File: src/rtl/gf_pkg.sv
package gf_pkg;
   // Input classes handled by the bank; used to pick timing at elaboration.
   typedef enum logic [1:0] {
      GF_MONITOR = 2'd0,
      GF_CONTROL = 2'd1,
      GF_FAULT   = 2'd2
   } gf_class_e;

   function automatic int gf_max(input int a, input int b);
      return (a > b) ? a : b;
   endfunction

   // Counter width able to hold values up to lim-1, never below one bit.
   function automatic int gf_cnt_width(input int lim);
      return (lim < 2) ? 1 : $clog2(lim);
   endfunction
endpackage

File: src/rtl/gf_sync.sv
module gf_sync #(
   parameter logic RST_VAL = 1'b0
) (
   input  logic clk,
   input  logic rst_n,
   input  logic d,
   output logic q
);
   logic meta;

   always_ff @(posedge clk or negedge rst_n) begin
      if (!rst_n) begin
         meta <= RST_VAL;
         q    <= RST_VAL;
      end else begin
         meta <= d;
         q    <= meta;
      end
   end
endmodule

File: src/rtl/gf_qualify.sv
module gf_qualify
   import gf_pkg::*;
#(
   parameter int   RISE_CYC = 4,
   parameter int   FALL_CYC = 4,
   parameter logic RST_VAL  = 1'b0
) (
   input  logic clk,
   input  logic rst_n,
   input  logic s,
   output logic q
);
   localparam int MAX_LIM = gf_max(RISE_CYC, FALL_CYC);
   localparam int MIN_LIM = (RISE_CYC < FALL_CYC) ? RISE_CYC : FALL_CYC;
   localparam int CW      = gf_cnt_width(MAX_LIM);
   localparam logic [CW-1:0] RISE_TOP = CW'(RISE_CYC - 1);
   localparam logic [CW-1:0] FALL_TOP = CW'(FALL_CYC - 1);

   if (RISE_CYC < 1 || FALL_CYC < 1) begin : g_bad_lim
      $error("gf_qualify: qualification times must be at least one cycle");
   end

   logic [CW-1:0] run;
   logic [CW-1:0] top;

   // Waiting to leave a high level uses the fall time, and the reverse.
   assign top = q ? FALL_TOP : RISE_TOP;

   always_ff @(posedge clk or negedge rst_n) begin
      if (!rst_n) begin
         q   <= RST_VAL;
         run <= '0;
      end else if (s == q) begin
         run <= '0;
      end else if (run == top) begin
         q   <= s;
         run <= '0;
      end else begin
         run <= run + 1'b1;
      end
   end

   // the run counter stays inside the longer qualification window.
   a_r6_run_bound: assert property (@(posedge clk) disable iff (!rst_n)
      run <= CW'(MAX_LIM - 1));

   // an input agreeing with the output freezes the output next cycle.
   a_r7_hold_on_agree: assert property (@(posedge clk) disable iff (!rst_n)
      (s == q) |=> $stable(q));

   // a change in the output always moves towards the synchronized level.
   a_r2_moves_to_input: assert property (@(posedge clk) disable iff (!rst_n)
      (q != $past(q)) |-> (q == $past(s)));

   if (MIN_LIM > 1) begin : g_spacing
      // with multi-cycle windows two output changes are never adjacent.
      a_r6_no_adjacent_toggle: assert property (@(posedge clk) disable iff (!rst_n)
         (q != $past(q)) |=> $stable(q));
   end
endmodule

File: src/rtl/gf_class.sv
module gf_class
   import gf_pkg::*;
#(
   parameter int        WIDTH    = 1,
   parameter gf_class_e KIND     = GF_MONITOR,
   parameter int        RISE_CYC = 4,
   parameter int        FALL_CYC = 4,
   parameter logic      RST_VAL  = 1'b0
) (
   input  logic             clk,
   input  logic             rst_n,
   input  logic [WIDTH-1:0] raw,
   output logic [WIDTH-1:0] filt
);
   if (WIDTH < 1) begin : g_bad_width
      $error("gf_class: class %0d needs at least one channel", KIND);
   end

   for (genvar i = 0; i < WIDTH; i++) begin : g_ch
      logic s;

      gf_sync #(.RST_VAL(RST_VAL)) i_sync (
         .clk   (clk),
         .rst_n (rst_n),
         .d     (raw[i]),
         .q     (s)
      );

      gf_qualify #(
         .RISE_CYC (RISE_CYC),
         .FALL_CYC (FALL_CYC),
         .RST_VAL  (RST_VAL)
      ) i_qual (
         .clk   (clk),
         .rst_n (rst_n),
         .s     (s),
         .q     (filt[i])
      );
   end
endmodule

File: src/rtl/glitch_filter_bank.sv
module glitch_filter_bank
   import gf_pkg::*;
#(
   parameter int NUM_MON      = 4,
   parameter int NUM_CTL      = 2,
   parameter int MON_RISE_CYC = 2660,
   parameter int MON_FALL_CYC = 470,
   parameter int CTL_RISE_CYC = 680,
   parameter int CTL_FALL_CYC = 680,
   parameter int FLT_RISE_CYC = 560,
   parameter int FLT_FALL_CYC = 560
) (
   input  logic               clk,
   input  logic               rst_n,
   input  logic [NUM_MON-1:0] mon_raw,
   input  logic [NUM_CTL-1:0] ctl_raw,
   input  logic               flt_raw,
   output logic [NUM_MON-1:0] mon_q,
   output logic [NUM_CTL-1:0] ctl_q,
   output logic               flt_q
);
   if (MON_RISE_CYC <= MON_FALL_CYC) begin : g_mon_skew
      $warning("glitch_filter_bank: monitor rise window is not longer than fall window");
   end

   gf_class #(
      .WIDTH(NUM_MON), .KIND(GF_MONITOR),
      .RISE_CYC(MON_RISE_CYC), .FALL_CYC(MON_FALL_CYC), .RST_VAL(1'b0)
   ) i_mon (
      .clk(clk), .rst_n(rst_n), .raw(mon_raw), .filt(mon_q)
   );

   gf_class #(
      .WIDTH(NUM_CTL), .KIND(GF_CONTROL),
      .RISE_CYC(CTL_RISE_CYC), .FALL_CYC(CTL_FALL_CYC), .RST_VAL(1'b0)
   ) i_ctl (
      .clk(clk), .rst_n(rst_n), .raw(ctl_raw), .filt(ctl_q)
   );

   gf_class #(
      .WIDTH(1), .KIND(GF_FAULT),
      .RISE_CYC(FLT_RISE_CYC), .FALL_CYC(FLT_FALL_CYC), .RST_VAL(1'b0)
   ) i_flt (
      .clk(clk), .rst_n(rst_n), .raw(flt_raw), .filt(flt_q)
   );

   // first active cycle after reset still shows the reset levels.
   a_r1_reset_levels: assert property (@(posedge clk) disable iff (!rst_n)
      $rose(rst_n) |-> (mon_q == '0 && ctl_q == '0 && !flt_q));
endmodule

File: config.mk
export PLATFORM = sky130hd
export DESIGN_NAME = glitch_filter_bank
export DESIGN_NICKNAME = d
export VERILOG_FILES = /design/src/rtl/gf_pkg.sv /design/src/rtl/gf_sync.sv /design/src/rtl/gf_qualify.sv /design/src/rtl/gf_class.sv /design/src/rtl/glitch_filter_bank.sv
export SDC_FILE = /design/constraint.sdc
export NUM_CORES = 1
export LEC_CHECK = 0
export BUFFER_PORTS_ARGS = -buffer_cell sky130_fd_sc_hd__clkbuf_2
export CORE_ASPECT_RATIO = 1.5
export CORE_MARGIN = 3
export CORE_UTILIZATION = 50
export CTS_CLUSTER_SIZE = 14
export DETAILED_ROUTE_END_ITERATION = 6
export PLACE_DENSITY = 0.77
export SYNTH_ARGS = -nofsm -noshare
export SYNTH_HDL_FRONTEND = slang
export SYNTH_HIERARCHICAL = 1
export SYNTH_SLANG_ARGS = --single-unit
File: constraint.sdc
create_clock -name clk -period 1.6 [get_ports clk]
set_clock_uncertainty 0.05 [all_clocks]
set_input_delay 0 -clock clk [delete_from_list [all_inputs] [get_ports clk]]
set_output_delay 0 -clock clk [all_outputs]
set_load 0.1 [all_outputs]
==> summary.txt <==
=======================================================================================
Clock Sinks                                                                          99
TritonCTS buffer count                                                                9
Number of violations reported at the end of detailed-routing iteration 0            174
Logic depth of the worst register-to-register path                                    5
Count of TritonRoute iterations in the first routing pass                             4
FF-to-FF End                                                               i_mon/g_ch[3].i_qual/run[2]
Placed wire-length estimate after detailed placement                            7060 µm
Detail Route Antenna Nets                                                             0
Cell type with the largest total area after synthesis                      sky130_fd_sc_hd__dfrtp_1
Achievable clock frequency                                                      572 MHz
GRT Residual Overflow                                                                 0
Period utilisation layout                                                          109%
Type of the worst min-delay path                                           input pin to async pin
Post-Syn Area                                                                  4800 µm²
Setup violation total in the final timing report                                     52
Total routed wirelength                                                       10,400 µm
Flip-flop cell with the highest count after synthesis                      sky130_fd_sc_hd__dfrtp_1
Global placer's final weighted congestion                                         0.840
Horizontal extent of the die                                                    86.0 µm
Sequential fraction of the synthesis area                                         51.6%
Sequential fraction of design power                                               51.9%
Instance area at placement                                                     5660 µm²
VDD IR-drop max                                                                0.606 mV
Die H                                                                            126 µm
Row count                                                                            43
Net switching share of the total power                                            21.9%
Number of hold-slack violations in the final timing report                            0
Total inserted antenna cells                                                          0
Clk slew on worst S/H paths                                                     0.06 ns
Global-route wire length before repair                                        17,400 µm
CTS tree                                                                          built
Final-layout setup total negative slack                                        -5.63 ns
Delay of the slowest critical-path stage                                        0.47 ns
Logic gate share of total power                                                    7.2%
Largest fanout on the critical path                                                   3
Vias in the first global route                                                    3,864
Crit. Startpoint                                                           i_mon/g_ch[3].i_qual/run[2]
Share of total power in the clock network                                         41.0%
Most common library cell in the layout ignoring fill and taps              sky130_fd_sc_hd__dfrtp_1
Reg-to-reg setup timing slack                                                  -0.15 ns
Gate count of the mapped netlist                                                    438
Routed wire per std cell                                                        15.7 µm
Total net switching power                                                       1110 µW
H-tree depth                                                                          3
Library cells used by synthesis                                                      40
Data arrival, critical path                                                     1.92 ns
Starting density of the core                                                      51.5%
Total Die Area                                                               10,800 µm²
Maximum number of pins on one net before global-route repair                         40
Number of synthesized flops with an enable pin                                        0
Yosys Warn Count                                                                      6
Clock tree buffer depth                                                               2
Total leakage power                                                          0.00254 µW
MaxCap Viol Count                                                                     0
End point of the critical path                                             i_mon/g_ch[3].i_qual/run[2]
Internal power component                                                        3960 µW
Cells taking the most area after synthesis                                 sky130_fd_sc_hd__dfrtp_1 52%, sky130_fd_sc_hd__xnor2_1 8.4%, sky130_fd_sc_hd__nor3_1 5.8%
Layout cell share with drive strength beyond 1                                    38.3%
Series of cell instances along the critical path                           and4bb_2 > nand4_1 > a2111oi_4 > buf_4 > nor3_2
Setup repair after global routing missed its margin                                 yes
Status                                                                     finished, violations left
DR vias                                                                           3,665
Most used cells in the layout excluding fill and tap cells                 92 x sky130_fd_sc_hd__dfrtp_1, 74 x sky130_fd_sc_hd__buf_4, 46 x sky130_fd_sc_hd__nor3_2
R2r startpoint                                                             i_mon/g_ch[3].i_qual/run[2]
Number of nets in the final layout                                                  562
Clock tree root driver cell                                                sky130_fd_sc_hd__clkbuf_16
I/O Buffers                                                                          15
Number of storage elements in the synthesis netlist                                  99
Clock insertion delay at the later pin of the skew report                       0.34 ns
# DRC                                                                                 0
Core footprint                                                                 9310 µm²
Setup crit end kind                                                           flip-flop
CP startpoint kind                                                            flip-flop
Layout-stage area growth over the synthesis result                                32.1%
Worst slew pin tran                                                            0.559 ns
Summed area of non-filler cells in the final layout                            6330 µm²
Failing checks                                                             setup timing
Top-level I/O count                                                                  16
Critical-path cell with the highest stage delay                            sky130_fd_sc_hd__a2111oi_4
Asr flop ratio synth                                                               100%
Total power consumption of the routed design                                    5070 µW
Worst max-slew margin expressed relative to the limit                             62.9%
Mean instance size in the synthesized netlist                                  11.0 µm²
Post-route worst setup slack                                                  -0.149 ns
Gr usage total                                                                    20.2%
Period minus WS final                                                           1.75 ns
Final Max Tran Viols                                                                  0
DR vias/cell                                                                       5.53
Path type of the worst setup path                                          flip-flop to flip-flop
Syn nets                                                                            454
Data required time of the critical path                                         1.77 ns
Proportion of netlist area held by the largest area contributor                   51.6%
Number of antenna violations at the first check in global routing                     0
Areal power density over the cells                                           800 nW/µm²
=======================================================================================
==> final cells by class <==
| cell class | instances | area, µm² |
|---|---|---|
| clock buffers | 13 | 240 |
| inverters | 19 | 71.3 |
| repair buffers | 105 | 816 |
| clock inverters | 3 | 40.0 |
| fillers | 673 | 2970 |
| well taps | 112 | 140 |
| multi-input cells | 312 | 2530 |
| flip-flops and latches | 99 | 2500 |
==> through the flow <==
step	setup WS [ns]	util, %	hold slack (ns)	cells
finish	-0.149	68.1	0.134	663
global route	-0.225	68.1	0.185	663
CTS	-0.113	67.1	0.136	659
detailed placement	-0.153	60.8	-0.0325	623
global placement	-0.0899	60.8	-0.0345	623
floorplan	-0.150	-	-0.346	438
==> flip-flops by register name, summed over array words and instances, names as in the netlist <==
name,flops
i_flt/g_ch.i_sync/meta,1
i_ctl/g_ch.i_qual/run,20
i_mon/g_ch.i_qual/q,4
i_flt/g_ch.i_qual/run,10
i_flt/g_ch.i_qual/q,1
i_ctl/g_ch.i_sync/q,2
i_mon/g_ch.i_qual/run,48
i_ctl/g_ch.i_sync/meta,2
i_mon/g_ch.i_sync/meta,4
i_mon/g_ch.i_sync/q,4
i_flt/g_ch.i_sync/q,1
i_ctl/g_ch.i_qual/q,2
==> how the worst min path moves through the flow <==
stage	from	end	cells past startpoint
2_1_floorplan	rst_n	i_ctl/g_ch[0].i_qual/q	0
5_1_grt	rst_n	i_ctl/g_ch[0].i_qual/q	2
4_1_cts	rst_n	i_ctl/g_ch[0].i_sync/q	2
6_report	rst_n	i_ctl/g_ch[0].i_qual/run[9]	2
3_3_place_gp	rst_n	i_ctl/g_ch[0].i_qual/run[9]	1
3_5_place_dp	rst_n	i_ctl/g_ch[0].i_qual/run[9]	1
==> cell families after synthesis <==
logic type	after synthesis	synth area share, %
adder cells (fa/ha/maj)	7	1.83
multiplexers	4	1.10
AND/OR/NAND/NOR	209	25.2
flip-flops	99	51.6
XOR/XNOR	62	11.3
buffers and inverters	27	2.74
AO/OA/AOI/OAI	30	6.18
==> critical path: cells and delay by family, from the launching register on <==
kind	cells	cell delay (ns)
buffers and inverters	1	0.21
AND/OR/NAND/NOR	3	0.50
flip-flops	1	0.39
AO/OA/AOI/OAI	1	0.47
==> synth_stat cells, drive strengths merged, types with 9 or more instances <==
library cell,n
dfrtp,99
nor3,56
xnor2,46
nand3,36
nor2,33
nand2,22
inv,19
xor2,16
nand4,14
a21oi,9
==> power groups by stage <==
stage	registers [µW]	clock network, µW	logic, µW
5_1_grt	2640	2220	402
2_1_floorplan	2670	0	149
4_1_cts	2630	2140	362
6_report	2630	2080	364
3_3_place_gp	2670	0	291
3_5_place_dp	2670	0	303
==> layer usage <==
metal  part of all wire (%)  vias up  GRT usage [%]
li1                       -     1765              -
met1                     40     1842           23.6
met2                     55       35           35.2
met3                    1.5       23           2.55
met4                    2.9        0           11.0
met5                      0        -              0
==> timing repair <==
item | CTS | global route
hold endpoints to repair | 43 | 0
hold buffers | 8 | 0
gates resized for setup | 28 | 12
gates cloned | 0 | 0
endpoints found under the setup margin | 53 | 56
buffers inserted | 12 | 4
pin swaps | 21 | 13
Note: power is estimated with default switching activity, not from simulation.
